### src/rtl/ptx_pkg.sv
package ptx_pkg;

    localparam logic [1:0] WMODE_WIDE = 2'b11;

    typedef struct packed {
        logic       port_en;
        logic [1:0] wmode;
        logic       clk_pol;
        logic       de_en;
        logic       rdy_en;
        logic       rdy_pol;
    } ptx_cfg_t;

    function automatic logic is_narrow(input logic [1:0] mode);
        return mode != WMODE_WIDE;
    endfunction

endpackage

### src/rtl/ptx_sync.sv
module ptx_sync #(
    parameter int WIDTH  = 2,
    parameter int STAGES = 2
) (
    input  logic             clk,
    input  logic             rst_n,
    input  logic [WIDTH-1:0] din,
    output logic [WIDTH-1:0] dout
);

    typedef struct packed {
        logic [STAGES-1:0][WIDTH-1:0] pipe;
    } sync_st_t;

    sync_st_t st_d, st_q;

    always_comb begin
        st_d = st_q;
        st_d.pipe[0] = din;
        for (int i = 1; i < STAGES; i++) begin
            st_d.pipe[i] = st_q.pipe[i-1];
        end
    end

    always_ff @(posedge clk or negedge rst_n) begin
        if (!rst_n) st_q <= '0;
        else        st_q <= st_d;
    end

    assign dout = st_q.pipe[STAGES-1];

endmodule

### src/rtl/ptx_fifo.sv
module ptx_fifo #(
    parameter int W     = 16,
    parameter int DEPTH = 8
) (
    input  logic         clk,
    input  logic         rst_n,
    input  logic         wr_en,
    input  logic [W-1:0] wr_data,
    input  logic         pop,
    output logic [W-1:0] head,
    output logic         full,
    output logic         empty,
    output logic         overflow
);

    localparam int PTR_W = (DEPTH > 1) ? $clog2(DEPTH) : 1;
    localparam int CNT_W = $clog2(DEPTH + 1);

    typedef struct packed {
        logic [DEPTH-1:0][W-1:0] mem;
        logic [PTR_W-1:0]        wr_ptr;
        logic [PTR_W-1:0]        rd_ptr;
        logic [CNT_W-1:0]        count;
        logic                    ovf;
    } fifo_st_t;

    fifo_st_t st_d, st_q;
    logic     accept;

    function automatic logic [PTR_W-1:0] ptr_next(input logic [PTR_W-1:0] p);
        return (p == PTR_W'(DEPTH - 1)) ? '0 : p + 1'b1;
    endfunction

    assign full   = (st_q.count == CNT_W'(DEPTH));
    assign empty  = (st_q.count == '0);
    assign accept = wr_en && (!full || pop);

    always_comb begin
        st_d = st_q;
        if (accept) begin
            st_d.mem[st_q.wr_ptr] = wr_data;
            st_d.wr_ptr           = ptr_next(st_q.wr_ptr);
        end
        if (pop) begin
            st_d.rd_ptr = ptr_next(st_q.rd_ptr);
        end
        case ({accept, pop})
            2'b10:   st_d.count = st_q.count + 1'b1;
            2'b01:   st_d.count = st_q.count - 1'b1;
            default: st_d.count = st_q.count;
        endcase
        if (wr_en && !accept) begin
            st_d.ovf = 1'b1;
        end
    end

    always_ff @(posedge clk or negedge rst_n) begin
        if (!rst_n) st_q <= '0;
        else        st_q <= st_d;
    end

    assign head     = st_q.mem[st_q.rd_ptr];
    assign overflow = st_q.ovf;

endmodule

### src/rtl/ptx_launch.sv
module ptx_launch
    import ptx_pkg::*;
#(
    parameter int DATA_W = 16
) (
    input  logic              clk,
    input  logic              rst_n,
    input  ptx_cfg_t          cfg,
    input  logic              pdck_s,
    input  logic              rdy_s,
    input  logic              fifo_empty,
    input  logic [DATA_W-1:0] fifo_head,
    output logic              pop,
    output logic              launch,
    output logic              rdy_act,
    output logic [DATA_W-1:0] pd_out,
    output logic              de_out
);

    localparam int HALF_W = DATA_W / 2;

    typedef struct packed {
        logic              pdck_prev;
        logic              de;
        logic [DATA_W-1:0] data;
    } launch_st_t;

    launch_st_t        st_d, st_q;
    logic [DATA_W-1:0] shaped;

    always_comb begin
        launch  = (pdck_s != st_q.pdck_prev) && (pdck_s == cfg.clk_pol);
        rdy_act = !cfg.rdy_en || (rdy_s == cfg.rdy_pol);
        pop     = cfg.port_en && launch && !fifo_empty && rdy_act;
        shaped  = is_narrow(cfg.wmode)
                ? {{(DATA_W - HALF_W){1'b0}}, fifo_head[HALF_W-1:0]}
                : fifo_head;

        st_d           = st_q;
        st_d.pdck_prev = pdck_s;
        if (!cfg.port_en) begin
            st_d.de = 1'b0;
        end else if (launch) begin
            if (fifo_empty) begin
                st_d.de = 1'b0;
            end else if (rdy_act) begin
                st_d.de   = 1'b1;
                st_d.data = shaped;
            end
        end
    end

    always_ff @(posedge clk or negedge rst_n) begin
        if (!rst_n) st_q <= '0;
        else        st_q <= st_d;
    end

    assign pd_out = st_q.data;
    assign de_out = st_q.de && cfg.de_en;

endmodule

### src/rtl/par_sync_tx.sv
module par_sync_tx
    import ptx_pkg::*;
#(
    parameter int DATA_W      = 16,
    parameter int DEPTH       = 8,
    parameter int SYNC_STAGES = 2
) (
    input  logic              clk,
    input  logic              rst_n,
    input  logic              port_en,
    input  logic [1:0]        width_mode,
    input  logic              clk_pol,
    input  logic              de_en,
    input  logic              rdy_en,
    input  logic              rdy_pol,
    input  logic              wr_en,
    input  logic [DATA_W-1:0] wr_data,
    output logic              fifo_full,
    output logic              fifo_empty,
    output logic              fifo_overflow,
    input  logic              pdck,
    input  logic              rdy_in,
    output logic [DATA_W-1:0] pd_out,
    output logic              de_out
);

    ptx_cfg_t          cfg;
    logic [1:0]        pins_s;
    logic              pop_w;
    logic              launch_w;
    logic              rdy_act_w;
    logic [DATA_W-1:0] head_w;

    always_comb begin
        cfg.port_en = port_en;
        cfg.wmode   = width_mode;
        cfg.clk_pol = clk_pol;
        cfg.de_en   = de_en;
        cfg.rdy_en  = rdy_en;
        cfg.rdy_pol = rdy_pol;
    end

    ptx_sync #(
        .WIDTH  (2),
        .STAGES (SYNC_STAGES)
    ) u_sync (
        .clk   (clk),
        .rst_n (rst_n),
        .din   ({rdy_in, pdck}),
        .dout  (pins_s)
    );

    ptx_fifo #(
        .W     (DATA_W),
        .DEPTH (DEPTH)
    ) u_fifo (
        .clk      (clk),
        .rst_n    (rst_n),
        .wr_en    (wr_en),
        .wr_data  (wr_data),
        .pop      (pop_w),
        .head     (head_w),
        .full     (fifo_full),
        .empty    (fifo_empty),
        .overflow (fifo_overflow)
    );

    ptx_launch #(
        .DATA_W (DATA_W)
    ) u_launch (
        .clk        (clk),
        .rst_n      (rst_n),
        .cfg        (cfg),
        .pdck_s     (pins_s[0]),
        .rdy_s      (pins_s[1]),
        .fifo_empty (fifo_empty),
        .fifo_head  (head_w),
        .pop        (pop_w),
        .launch     (launch_w),
        .rdy_act    (rdy_act_w),
        .pd_out     (pd_out),
        .de_out     (de_out)
    );

endmodule

### config.mk
export PLATFORM = sky130hd
export DESIGN_NAME = par_sync_tx
export DESIGN_NICKNAME = d
export VERILOG_FILES = /design/src/rtl/ptx_pkg.sv /design/src/rtl/ptx_sync.sv /design/src/rtl/ptx_fifo.sv /design/src/rtl/ptx_launch.sv /design/src/rtl/par_sync_tx.sv
export SDC_FILE = /design/constraint.sdc
export NUM_CORES = 1
export LEC_CHECK = 0
export BUFFER_PORTS_ARGS = -buffer_cell sky130_fd_sc_hd__buf_2
export CAP_MARGIN = 15
export CORE_ASPECT_RATIO = 1.2
export CORE_MARGIN = 5
export CORE_UTILIZATION = 61
export CTS_BUF_LIST = sky130_fd_sc_hd__clkbuf_16
export DETAILED_ROUTE_END_ITERATION = 7
export PLACE_DENSITY = 0.8
export SYNTH_ARGS = -nofsm -noshare
export SYNTH_HDL_FRONTEND = slang
export SYNTH_SLANG_ARGS = --single-unit
### constraint.sdc
create_clock -name clk -period 2.74 [get_ports clk]
set_clock_uncertainty 0.05 [all_clocks]
set_input_delay 0.137 -clock clk [delete_from_list [all_inputs] [get_ports clk]]
set_output_delay 0.137 -clock clk [all_outputs]
set_load 0.005 [all_outputs]
==> results of run 1 <==
## sequential cells by signal, indices dropped and copies added, names as in the netlist
| name | cells |
|---|---|
| u_fifo.overflow | 1 |
| u_fifo.st_q | 138 |
| u_sync.dout | 2 |
| u_sync.st_d | 2 |
| u_launch.pd_out | 16 |
| u_launch.st_q | 2 |
## final cells by class
class	count	area, sq um
flip-flops and latches	161	4030
clock buffers	17	425
well taps	161	201
multi-input cells	282	3210
fillers	825	3630
repair buffers	70	474
inverters	6	22.5
clock inverters	14	126
## stage by stage
step / area, sq um / total power [uW]
finish: 8490 / 10200
floorplan: 7520 / 7090
global placement: 7890 / 7710
global route: 8490 / 10800
CTS: 8490 / 10200
detailed placement: 7890 / 7940
## per-layer routing
metal	vias up	GRT usage, %	part of all wire (%)
li1	1877	-	-
met1	2281	28.6	43
met2	87	36.6	52
met3	16	4.92	4.1
met4	0	6.29	1.2
met5	-	0	0
## cells by family after synthesis
family	share of synthesized area, %
buf+inv	3.84
fa+ha+maj	1.26
xor+xnor	0.466
mux	33.4
simple gates	4.41
compound gates	3.03
flops	53.6
## cells in the mapped netlist, types with 3 or more instances
library cell,instances
a21oi_1,4
mux2i_1,17
clkbuf_1,8
mux2_2,91
mux2_4,40
xnor2_1,3
inv_1,6
o21ai_0,19
nand3_1,6
buf_2,6
buf_4,19
nor2_1,6
buf_1,3
nand2_1,30
mux4_2,32
dfrtp_1,161
ha_1,6
## repair_timing
| action | 4_1_cts | 5_1_grt |
|---|---|---|
| hold buffers | 4 | 0 |
| endpoints found under the setup margin | 0 | 0 |
| buffers inserted | 0 | 0 |
| endpoints found under the hold margin | 41 | 0 |
## power groups by stage
stage	sequential, uW	combinational (uW)	clock [uW]
2_1_floorplan	3940	3150	0
3_3_place_gp	4200	3520	0
3_5_place_dp	4290	3660	0
4_1_cts	4280	3700	2260
5_1_grt	4420	3990	2360
6_report	4290	3650	2230
## worst max path at each step
stage                               start                            to  slack [ns]  depth (start not counted)
5_1_grt        u_fifo.st_q[1]$_DFFE_PN0P_    u_fifo.st_q[4]$_DFFE_PN0P_        0.04                         10
6_report       u_fifo.st_q[1]$_DFFE_PN0P_    u_fifo.st_q[4]$_DFFE_PN0P_        0.17                         10
4_1_cts          u_sync.dout[0]$_DFF_PN0_  u_fifo.st_q[126]$_DFFE_PN0P_        0.18                          5
3_5_place_dp     u_sync.dout[0]$_DFF_PN0_  u_fifo.st_q[126]$_DFFE_PN0P_        0.19                          5
2_1_floorplan  u_fifo.st_q[3]$_DFFE_PN0P_    u_fifo.st_q[4]$_DFFE_PN0P_        0.42                          9
3_3_place_gp     u_sync.dout[0]$_DFF_PN0_  u_fifo.st_q[138]$_DFFE_PN0P_        0.28                          5
==> flow_summary.toml, run 1 <==
[clock_tree]
clk_pin_slew_ns = 0.06
cts-htree-levels = 4
root_buffer = "clkbuf_16"
cts.sinks = 161
cts.repair.resized = 0
clk_latency_ns = 0.41
clockBufferDepth = 2
numCtsBuffers = 17
cts_tree = "yes"

[placed_design]
detailedPlace.worstSlack_ns = 0.189
post-dp-hpwl_mm = 9.39
io_buffers = 47
gp_congestion = 0.744
placed_cells = 676

[global_routing]
grt_max_degree = 101
grt_pass1_vias = 4727
grt_pass1_wl_mm = 25.3
antenna_found_initial = 0
gr-total-overflow = 0
grt_usage_pct = 21.8

[timing]
whs_ns = 0.0101
timing.final.ws_setup_ns = 0.175
layout_min_cycle_time_ns = 2.57
slew_violations = 0
setup_viol = 0
slew_headroom_pct = 23.2
rsz0062_at_grt = "false"
finalCritPeriodShare_pct = 93.6
max_freq_mhz = 390
worst_pin_slew_ns = 1.15
tns_ns = 0
finalHoldViolations = 0

[pwr]
p_seq_share_pct = 42.2
combinationalPowerShare_pct = 35.9
clock_power_share_pct = 21.9
power.net_switching_uw = 3010
intPower_uw = 7160
p_sw_share_pct = 29.6
power_leakage_uw = 0.00380
power_density_mw_per_mm2 = 1200
vdd_drop_max_mv = 0.554

[critical_path]
crit_top_cell = "nand3_1"
cp_data_arrival_time_ns = 2.85
ff2ff_path_depth = 10
r2r-end = "u_fifo.st_q[4]$_DFFE_PN0P_"
r2r_slack_ns = 0.17
crit_family = "simple AND/OR/NAND/NOR gates"
timing.critical_path.buf_inv = 1
max_stage_delay_ns = 0.53
r2r_start = "u_fifo.st_q[1]$_DFFE_PN0P_"
critPathRequiredTime_ns = 3.03
crit_path_max_fanout = 6
worst_path_max_delay_cell = "or4_4"
critPathKind = "flip-flop to flip-flop"
cp-end-kind = "flip-flop"
worstPathCellList = "or4_4 > and2_4 > nand3_1 > inv_1 > ha_1 > a21oi_1 > nand2_1 > nand3_1 > o22ai_1 > mux2i_1"
critPathLaunchType = "flip-flop"

[synth]
synth_edf_count = 0
ys_types = 43
synth.largest_area_cell = "dfrtp_1"
postSynthCellCount = 489
ys_seq_area_share_pct = 53.6
syn_area_sq_mm = 0.00752
synth_warnings = 0
async_flop_share_pct = 100
syn-num-nets = 524
syn_area_per_cell_sq_um = 15.4
yosys-top-cells-area = "dfrtp_1 (54%), mux2_2 (14%), mux4_2 (9.6%)"
dominantRegCellSynth = "dfrtp_1"
ys_seq_elements = 161
synth_top_area_share_pct = 53.6

[cells_and_area]
area_growth_pct = 12.8
final_layout_size_suffix_gt1_share_pct = 48.9
mostFrequentLayoutCells = "dfrtp_1 (160), mux2_2 (91), buf_2 (46), mux2_4 (40), mux4_2 (32)"
num_antenna_cells = 0
nets = 573
layout_commonest_cell = "dfrtp_1"
utilization_pct = 70.1
layoutNonFillerInstCount = 711

[route]
viasPerCell = 5.99
drc = 0
vias = 4261
drt_wl_total_mm = 15.0
drtIter0Drc = 184
dr.pass1.iters = 4
ant_nets = 0
post_drt_wl_per_cell_microns = 21.1

[min_path]
holdPathEnd = "u_fifo.st_q[63]$_DFFE_PN0P_"
hold_start = "wr_data[4]"
min_path_type = "input pin to flip-flop"
worstHoldPathCells = 2

[die]
dieArea_sq_mm = 0.0147
die_w_microns = 111
die_y_microns = 132
rows = 44
coreArea_sq_mm = 0.0121
ios = 48
start_util_pct = 62.1

[job]
maxCapViolations = 0

[run_status]
status = "finished, final reports clean"
(Power assumes the default switching activity.)
==> inputs of run 2 (changes only) <==
CORE_UTILIZATION = 62   (was 61)
PLACE_DENSITY = 0.81   (was 0.8)
clock period = 3 ns   (was 2.74 ns; I/O delays follow)
==> run 2 against run 1 <==
  * Maximum frequency fell by 1.7%
  * First-iteration DRC count is 28% higher
  * Die area fell by 1.5%
  * Routed wire length is 1.1% higher
  * Via count is 0.45% lower
  * Setup slack improved by 0.22 ns
  * Flip-flop and latch count is the same
  * Sequential share of layout area increased by 0.14 points
  * Utilization increased by 0.43 points
  * Non-clock buffer count is 2 lower
  * Largest power group unchanged
==> flow_summary.toml, run 2 (synthesis results as in run 1) <==
[run_status]
status = "finished, final reports clean"

[cells_and_area]
layout_commonest_cell = "dfrtp_1"
layoutNonFillerInstCount = 710
area_growth_pct = 12.5
final_area_sq_mm = 0.00846
regMostFlops = "u_fifo.st_q"
utilization_pct = 70.5
mostFrequentLayoutCells = "dfrtp_1 (160), mux2_2 (91), buf_2 (46), mux2_4 (40), mux4_2 (32)"
final_layout_size_suffix_gt1_share_pct = 48.5
fill_cells = 800
multiInputGateArea_sq_mm = 0.00321
seq_area_sq_mm = 0.00403
largest_register_ffs = 138
nets = 571
num_antenna_cells = 0

[min_path]
hold_start = "wr_data[3]"
min_path_type = "input pin to flip-flop"

[global_routing]
met1_usage_pct = 29.2
gr-total-overflow = 0
grt_busiest_layer = "met2"
grt_pass1_vias = 4628
grt_pass1_wl_mm = 25.1
antenna_found_initial = 0
gr-usage-met3_pct = 5.67
grt_max_degree = 88
grt_usage_pct = 22.7
use_met2_pct = 37.8

[job]
maxCapViolations = 0

[clock_tree]
cts.repair.resized = 0
clk_latency_ns = 0.43
cts.sinks = 161
root_buffer = "clkbuf_16"
clockBufferDepth = 2
cts_tree = "yes"
ctsHoldBuffers = 4
postCtsSetupRepairBufs = 0
cts-htree-levels = 4
clk_pin_slew_ns = 0.06
numCtsBuffers = 17

[critical_path]
crit_path_max_fanout = 5
cp-startpoint = "u_fifo.st_q[3]$_DFFE_PN0P_"
critPathRequiredTime_ns = 3.29
cp-end-kind = "flip-flop"
r2r_start = "u_fifo.st_q[3]$_DFFE_PN0P_"
critPathLaunchType = "flip-flop"
critPathKind = "flip-flop to flip-flop"
cp_data_arrival_time_ns = 2.90

[route]
drc = 0
drt_wl_total_mm = 15.1
vias = 4242
drtIter0Drc = 236
dr.pass1.iters = 4
post_drt_wl_per_cell_microns = 21.3
ant_nets = 0
viasPerCell = 5.97

[pwr]
vdd_drop_max_mv = 0.625
power_leakage_uw = 0.00377
finalPower_uw = 9340
power_density_mw_per_mm2 = 1100

[die]
die_w_microns = 111
die_y_microns = 131
start_util_pct = 62.7
coreArea_sq_mm = 0.0120
ios = 48
dieArea_sq_mm = 0.0144
rows = 44

[timing]
worst_pin_slew_ns = 0.777
setup_viol = 0
finalCritPeriodShare_pct = 87.0
slew_headroom_pct = 48.2
finalHoldViolations = 0
layout_min_cycle_time_ns = 2.61
max_freq_mhz = 383
tns_ns = 0
rsz0062_at_grt = "false"
slew_violations = 0

[placed_design]
io_buffers = 47
post-dp-hpwl_mm = 9.32
placed_cells = 674
dpl-instance-area_sq_mm = 0.00784
gp_congestion = 0.813
==> run 2: cell types whose count changed in the layout (fill, tap and decap cells not counted), sizes merged <==
cell,change
inv,+1
buf,-2
clkinv,-4
clkinvlp,+3
bufinv,+1
==> run 2: final cells by class <==
type | count | area share [%]
flip-flops and latches | 161 | 47.6
inverters | 6 | 0.266
clock buffers | 17 | 5.03
clock inverters | 15 | 1.82
well taps | 161 | 2.38
repair buffers | 68 | 4.98
multi-input cells | 282 | 37.9
==> run 2: critical path: stages (launching register included) <==
cell and delay (ns):
dfrtp_1 0.41, or4_4 0.57, and2_4 0.20, nand3_1 0.18, inv_1 0.09, ha_1 0.34
a21oi_1 0.16, nand2_1 0.12, nand3_1 0.11, o22ai_1 0.09, mux2i_1 0.20
==> run 2: where the power goes <==
| group | switching [uW] | internal, uW | leakage [uW] |
|---|---|---|---|
| Combinational | 1230 | 2080 | 0.00154 |
| Clock | 843 | 1290 | 0.000283 |
| Sequential | 682 | 3210 | 0.00195 |
==> run 2: final timing paths <==
kind	end	cells after the start	slack, ns
hold reg to reg	u_sync.dout[0]$_DFF_PN0_	0	0.31
min in group asynchronous	u_fifo.st_q[63]$_DFFE_PN0P_	2	0.32
setup / recovery	u_fifo.st_q[4]$_DFFE_PN0P_	10	0.39
setup reg to reg	u_fifo.st_q[4]$_DFFE_PN0P_	10	0.39
max in group asynchronous	u_launch.pd_out[6]$_DFFE_PN0P_	3	1.74
hold / removal	u_fifo.st_q[62]$_DFFE_PN0P_	2	0.01
==> run 2: per-stage QoR <==
stage | hold slack, ns | worst slack (ns)
2_1_floorplan | -0.196 | 0.681
3_3_place_gp | 0.208 | 0.602
3_5_place_dp | 0.215 | 0.487
4_1_cts | 0.00473 | 0.377
5_1_grt | 0.0149 | 0.210
6_report | 0.0149 | 0.391
==> run 2: routing by layer <==
metal / share of wire (%) / vias up
li1: - / 1880
met4: 1.6 / 0
met1: 41 / 2254
met2: 53 / 90
met5: 0 / -
met3: 4.3 / 18
